<file path="config.mk">
export PLATFORM = sky130hd
export DESIGN_NAME = regwr_guard
export DESIGN_NICKNAME = d
export VERILOG_FILES = /design/src/rtl/regwr_guard.sv
export SDC_FILE = /design/constraint.sdc
export NUM_CORES = 1
export LEC_CHECK = 0
export BUFFER_PORTS_ARGS = -buffer_cell sky130_fd_sc_hd__buf_2
export CORE_MARGIN = 2
export CORE_UTILIZATION = 53
export CTS_CLUSTER_SIZE = 20
export DETAILED_ROUTE_END_ITERATION = 8
export GPL_ROUTABILITY_DRIVEN = 1
export MAX_ROUTING_LAYER = met4
export PLACE_DENSITY = 0.75
export SLEW_MARGIN = 20
export SYNTH_ARGS = -nofsm -noshare
export SYNTH_HDL_FRONTEND = slang
export SYNTH_SLANG_ARGS = --single-unit
</file>
<file path="constraint.sdc">
create_clock -name clk -period 1.9 [get_ports clk]
set_input_delay 0.57 -clock clk [delete_from_list [all_inputs] [get_ports clk]]
set_output_delay 0.57 -clock clk [all_outputs]
set_load 0.02 [all_outputs]
</file>
<file path="src/rtl/regwr_guard.sv">
module regwr_guard #(
  parameter int NREG = 8,
  parameter int MAX_BURST = 8,
  parameter int COMMIT_CYC = 100000,
  parameter logic [7:0] STAT_ADDR = 8'h3F,
  parameter logic [6:0] DEV_ID = 7'b1101111,
  localparam int AW = (NREG > 1) ? $clog2(NREG) : 1
) (
  input  logic          clk,
  input  logic          rst_n,
  input  logic          ev_start,
  input  logic          ev_stop,
  input  logic          ev_byte,
  input  logic          ev_abort,
  input  logic [7:0]    byte_in,
  output logic          wel,
  output logic          rwel,
  output logic          busy,
  output logic          wr_stb,
  output logic [AW-1:0] wr_addr,
  output logic [7:0]    wr_data,
  output logic          commit_done
);
  localparam int CW = $clog2(MAX_BURST + 2);
  localparam int TW = $clog2(COMMIT_CYC + 1);

  typedef enum logic [1:0] {P_IDLE, P_SEL, P_ADDR, P_DATA} phase_t;

  phase_t        phase;
  logic [7:0]    ptr, st_val;
  logic [CW-1:0] nbytes;
  logic          is_stat, hit, bad;
  logic [TW-1:0] tmr;

  wire sel_ok     = (byte_in[7:1] == DEV_ID) && !byte_in[0];
  wire in_bank    = {24'b0, ptr} < 32'(NREG);
  wire burst_full = nbytes >= CW'(MAX_BURST);
  wire st_ok      = is_stat && (nbytes == CW'(1)) && !busy;

  always_ff @(posedge clk) begin
    if (!rst_n) begin
      phase <= P_IDLE; ptr <= '0; st_val <= '0; nbytes <= '0;
      is_stat <= 1'b0; hit <= 1'b0; bad <= 1'b0; tmr <= '0;
      wel <= 1'b0; rwel <= 1'b0; busy <= 1'b0;
      wr_stb <= 1'b0; wr_addr <= '0; wr_data <= '0; commit_done <= 1'b0;
    end else begin
      wr_stb <= 1'b0;
      commit_done <= 1'b0;
      if (ev_abort) begin
        phase <= P_IDLE;
      end else if (ev_start) begin
        phase <= P_SEL; nbytes <= '0; hit <= 1'b0; bad <= 1'b0;
      end else if (ev_stop) begin
        phase <= P_IDLE;
        if (phase == P_DATA && !bad) begin
          if (st_ok) begin
            case (st_val)
              8'h00: begin wel <= 1'b0; rwel <= 1'b0; end
              8'h02: wel <= 1'b1;
              8'h06: if (wel) rwel <= 1'b1;
              default: ;
            endcase
          end else if (!is_stat && hit && !busy) begin
            busy <= 1'b1;
            tmr  <= TW'(COMMIT_CYC - 1);
          end
        end
      end else if (ev_byte) begin
        case (phase)
          P_SEL:  phase <= sel_ok ? P_ADDR : P_IDLE;
          P_ADDR: begin
            ptr <= byte_in; is_stat <= (byte_in == STAT_ADDR); phase <= P_DATA;
          end
          P_DATA: begin
            ptr <= ptr + 8'd1;
            if (!burst_full) nbytes <= nbytes + CW'(1);
            if (is_stat) begin
              if (nbytes == '0) st_val <= byte_in;
              else bad <= 1'b1;
            end else if (burst_full) begin
              bad <= 1'b1;
            end else if (rwel && !busy && in_bank) begin
              wr_stb <= 1'b1; wr_addr <= ptr[AW-1:0]; wr_data <= byte_in; hit <= 1'b1;
            end
          end
          default: ;
        endcase
      end
      if (busy) begin
        if (tmr == '0) begin
          busy <= 1'b0; rwel <= 1'b0; commit_done <= 1'b1;
        end else begin
          tmr <= tmr - TW'(1);
        end
      end
    end
  end

  AST_STB_NEEDS_UNLOCK: assert property (@(posedge clk) disable iff (!rst_n)
    wr_stb |-> rwel && !busy);
  AST_RWEL_NEEDS_WEL: assert property (@(posedge clk) disable iff (!rst_n)
    rwel |-> wel);
  AST_COMMIT_RELOCKS: assert property (@(posedge clk) disable iff (!rst_n)
    $fell(busy) |-> !rwel && commit_done);
  AST_DONE_SINGLE: assert property (@(posedge clk) disable iff (!rst_n)
    commit_done |=> !commit_done);
  AST_COMMIT_FROM_UNLOCK: assert property (@(posedge clk) disable iff (!rst_n)
    $rose(busy) |-> rwel);
  AST_FLAGS_FROZEN_BUSY: assert property (@(posedge clk) disable iff (!rst_n)
    busy && $past(busy) |-> $stable(wel));
endmodule

</file>
== Yosys cells after proc, flatten, opt, wreduce, memory -nomap -nowiden ==
Cells that the tools add are included.
Cells by class
  add/sub/neg operators: 3
  magnitude comparators: 2
  equal/unequal tests: 12
  muxes and demuxes: 53
  bitwise operators: 8
  reduce and logical (&&, ||, !) cells: 38
Operators with widths (number)
  $mux W17: 8
  $mux W1: 35
  $mux W4: 5
  $logic_not A17 Y1: 1
  $sub A17 B1 Y17 const B: 1
  $pmux W8 S2: 1
  $reduce_and A5 Y1: 3
  $reduce_and A7 Y1: 2
  $reduce_and A6 Y1: 2
  $reduce_bool A2 Y1: 6
  $add A8 B1 Y8 const B: 1
  $eq A8 B2 Y1 const B: 1
  $eq A8 B3 Y1 const B: 1
  $eq A8 B6 Y1 const B: 1
  $logic_and A1 B1 Y1: 8
  $logic_not A8 Y1: 1
  $lt A8 B4 Y1 const B: 1
  $not A1 Y1: 8
  $reduce_and A8 Y1: 1
  $reduce_or A8 Y1: 1
  $eq A7 B7 Y1 const B: 1
  $ne A2 B2 Y1 const B: 3
  $reduce_and A2 Y1: 3
  $reduce_bool A3 Y1: 2
  14 further kinds: 19
Word-level totals
  bits in registers: 58
  output and inout port bits: 16
  word-level logic and storage cells: 132

== Logic depth before layout (Yosys ltp) ==
  depth after elaboration: 11
  mapped depth: 7
  mapped depth without buffers: 6

== Worst setup path after synthesis ==
Ideal clock, no wire load.
  path type: input port to flip-flop
  start point: input port ev_start
  end point: register ptr[7]
  arrival: 1.970 ns
  data required time: 1.814 ns
  slack: -0.155 ns
  cell stages on the path: 6
  path buffers: 2
  cell sequence: clkbuf_1 nor4b_1 clkbuf_1 a21oi_1 a31o_2 a211oi_1
On the way
  word-level cells in the longest chain between the ends: 2
Ends and longest elaborated chain
  start: declaration: line 11  | input logic ev_start,
  $not A1 Y1 (no source line)
  $reduce_and A5 Y1 (no source line)
  end signal: assignment: line 75  | ptr <= ptr + 8'd1;
  end: declaration: line 30  | logic [7:0] ptr, st_val;
Every way passes these cells.
A chain may end at the register's enable or synchronous reset.

== Final worst setup path ==
  start point: register tmr[1]
  end point: register tmr[7]
On the way
  word-level cells in the longest chain between the ends: 3
  elaborated cells on any way between the ends: 4
Ends and longest elaborated chain
  start: declaration: line 33  | logic [TW-1:0] tmr;
  start signal: assignment: line 65  | tmr <= TW'(COMMIT_CYC - 1);
  start signal: assignment: line 93  | tmr <= tmr - TW'(1);
  $sub A17 B1 Y17 or $logic_not A17 Y1 (tied branches): line 93, 90
  $mux W17 (*): line 90  | if (tmr == '0) begin
  $mux W17 (*): line 89  | if (busy) begin
Mark *: on every way between the ends. The rest lies on a longest branch, timed or not.

==> qor.csv <==
stage;metric;value;unit
die;dieArea;0.00626;mm²
drt;routedWlPerCell;16.6;µm
setup_path;cp-start-kind;register;
global_routing;grt_max_degree;27;
power_and_ir_drop;leakagePower;1.78;nW
power_and_ir_drop;power_density;638;mW/mm²
die;die_h;79.1;µm
setup_path;end_kind;register;
drt;dr.pass1.iters;5;
clock_tree;clk_pin_slew;0.07;ns
power_and_ir_drop;p_sw;0.000577;W
logic_synthesis;synth_area_leaders;dfxtp_1 39%, mux2i_1 7.4%, nor2_1 4.0%, a21oi_1 3.3%, ha_1 3.3%;
sta;post-route-period-util;107;%
die;initial_utilization;54.7;%
logic_synthesis;ys_ff_latch;58;
finish;final_nets;445;
placement;place_congestion;1.00;
logic_synthesis;synth_top_area_share;38.8;%
sta;rsz0062_at_grt;true;
sta;setup-violations-final;14;
power_and_ir_drop;p_int;0.00200;W
global_routing;antenna_found_initial;0;
sta;hold_viol;0;
drt;wirelength;8.28;mm
job;maxCapViolations;0;
global_routing;gr-total-overflow;0;
hold_path;hp-class;reg2reg;
sta;fin_setup_tns;-0.949;ns
clock_tree;cts_tree;done;
sta;min_period;2.03;ns
finish;multi_input_area;0.00182;mm²
sta;worst_slack;-0.130;ns
logic_synthesis;yosys.area.top_type;dfxtp_1;
finish;antenna_cells;0;
drt;drt_iter0_markers;228;
finish;utilization;73.8;%
power_and_ir_drop;max-vdd-ir-drop;475;µV
drt;drc;0;
sta;whs;0.494;ns
drt;ant_nets;0;
logic_synthesis;ys_types;58;
clock_tree;clkLatencyLatePin;0.33;ns
setup_path;worst_ep_arrival_time;2.24;ns
logic_synthesis;synth_compound_area_share;17.9;%
logic_synthesis;synth_top_family_by_area;simple AND/OR/NAND/NOR gates;
setup_path;r2r_slack;-0.13;ns
clock_tree;hold_buffers;0;
power_and_ir_drop;switching_share;22.4;%
die;core_region_area;0.00547;mm²
clock_tree;cts_num_sinks;58;
finish;drive_gt1_share;33.6;%
sta;tightest_slew;0.495;ns
global_routing;first_global_vias;2887;
logic_synthesis;synthMuxAreaShare;7.73;%
die;row_count;27;
setup_path;cp_max_fo;7;
clock_tree;htree_levels;3;
clock_tree;cts_max_path_buffers;2;
logic_synthesis;yosys_warnings;0;
logic_synthesis;synth-async-reset-ratio;0;%
status;outcome;finished, violations left;
setup_path;worst-endpoint-required;2.11;ns
placement;hpwl;5.72;mm
logic_synthesis;syn_inst;336;
setup_path;worstSetupPathType;reg2reg;
finish;syn_to_final_growth;35.0;%
logic_synthesis;syn-num-nets;358;
global_routing;grt_usage;27.9;%
sta;slew_violations;0;
sta;clock_skew;0.0123;ns
clock_tree;cts_root_buf;clkbuf_8;
power_and_ir_drop;pwr-share-seq;47.4;%
power_and_ir_drop;clkPwrFrac;48.3;%
finish;nFillCells;393;
die;fp.dieW;79.1;µm
logic_synthesis;ys.flop_type;dfxtp_1;
logic_synthesis;synth_fa_ha_area_share;3.34;%
die;ios;30;
finish;regArea;0.00116;mm²
logic_synthesis;avgSynthCellArea;8.91;µm²
logic_synthesis;synthXorXnorAreaFrac;0.878;%
logic_synthesis;yosysSeqAreaShare;38.8;%
logic_synthesis;syn_area;0.00299;mm²
drt;via_per_inst;5.99;
logic_synthesis;synth-edff-count;0;
sta;slew_headroom;66.7;%
sta;fmax;493;MHz
power_and_ir_drop;p_comb_share;4.3;%
drt;dr_total_vias;2994;
status;violations;setup timing;
logic_synthesis;synth-simple-area-share;26.4;%
clock_tree;cts-buffers-inserted;9;
global_routing;grt_first_pass_wirelength;13.4;mm
placement;io_buffers;29;
[layout by cell type (no fill, tap or decap), types with 6 or more instances in the layout]
cell,n
nand3_1,9
inv_1,12
nor2_1,32
nand4_1,8
buf_4,57
nor4_1,8
mux2i_1,22
nand2_1,15
ha_1,6
a21oi_1,19
nor3_1,10
o21ai_0,14
and3_1,7
buf_2,29
dfxtp_1,56
clkbuf_8,9
[critical path: stages (launching register included)]
cell	delay [ns]
dfxtp_2	0.32
inv_2	0.07
ha_4	0.13
or4b_4	0.46
buf_6	0.14
o41ai_4	0.27
buf_6	0.19
nor4_4	0.05
o31a_1	0.27
[power by group through the flow]
| stage | clock, W | combinational, W | sequential (W) |
|---|---|---|---|
| 2_1_floorplan | 0 | 0.0000494 | 0.00125 |
| 3_3_place_gp | 0 | 0.000103 | 0.00125 |
| 3_5_place_dp | 0 | 0.000104 | 0.00125 |
| 4_1_cts | 0.00127 | 0.000106 | 0.00122 |
| 5_1_grt | 0.00132 | 0.000119 | 0.00122 |
| 6_report | 0.00124 | 0.000109 | 0.00122 |
[logic make-up (layout without fill, tap and decap cells)]
family,after synthesis,after routing
mux,23,23
buf+inv,33,125
compound gates,75,75
xor+xnor,3,3
flops,58,58
simple gates,136,136
fa+ha+maj,8,8
[Yosys cell counts, types with 3 or more instances]
cell and number:
o221ai_1 3, nand4_1 8, o21a_1 4, nor4b_1 7
or4_1 5, a21oi_1 20, nor4_1 9, nand2_1 16
mux2i_1 22, o31ai_1 5, nor3_1 15, nor4bb_1 3
o311a_1 3, a211oi_1 5, buf_6 3, nand3_1 9
clkbuf_1 13, dfxtp_1 58, or3_1 3, inv_1 14
nor2_1 32, o21ai_0 14, ha_1 8, and3_1 8
[area by class of cell]
cell class              count  share of cell area [%]
inverters                  15                    1.39
multi-input cells         245                    45.2
well taps                  72                    2.23
clock buffers               9                    3.07
repair buffers             94                    17.1
flip-flops and latches     58                    28.8
clock inverters             7                    2.29
[layer usage]
| layer | vias up | part of all wire, % | track usage, % |
|---|---|---|---|
| met1 | 1401 | 44 | 34.4 |
| met5 | - | 0 | - |
| met2 | 125 | 48 | 45.4 |
| li1 | 1443 | - | - |
| met4 | 0 | 2.5 | 11.0 |
| met3 | 25 | 5.3 | 4.89 |
[registers in the layout, indices dropped and copies added (netlist names), 2 cells and up]
name / cells
tmr: 17
phase: 2
st_val: 8
nbytes: 4
wr_data: 8
ptr: 8
wr_addr: 3
[path summary, 6_finish.rpt]
check	start	cells after the start	to
setup reg to reg	tmr[1]	8	tmr[7]
setup / recovery	tmr[1]	8	tmr[7]
hold / removal	nbytes[1]	2	nbytes[1]
hold reg to reg	nbytes[1]	2	nbytes[1]
[through the flow]
step	power (W)	cells	setup WS [ns]	instance area [µm²]
after detailed placement	0.00135	478	-0.135	3640
after CTS	0.00260	498	-0.0878	3940
after global routing	0.00266	500	-0.193	4040
after global placement	0.00135	478	-0.0506	3640
after floorplan	0.00130	336	-0.0774	3020
final	0.00258	500	-0.130	4040
[what timing repair did]
| item | CTS | global route |
|---|---|---|
| buffers inserted | 3 | 2 |
| resized for setup | 12 | 15 |
| pin swaps | 6 | 5 |
| gates cloned | 1 | 0 |
| endpoints found under the setup margin | 14 | 20 |
No activity file was read; power rests on OpenSTA's default activity.
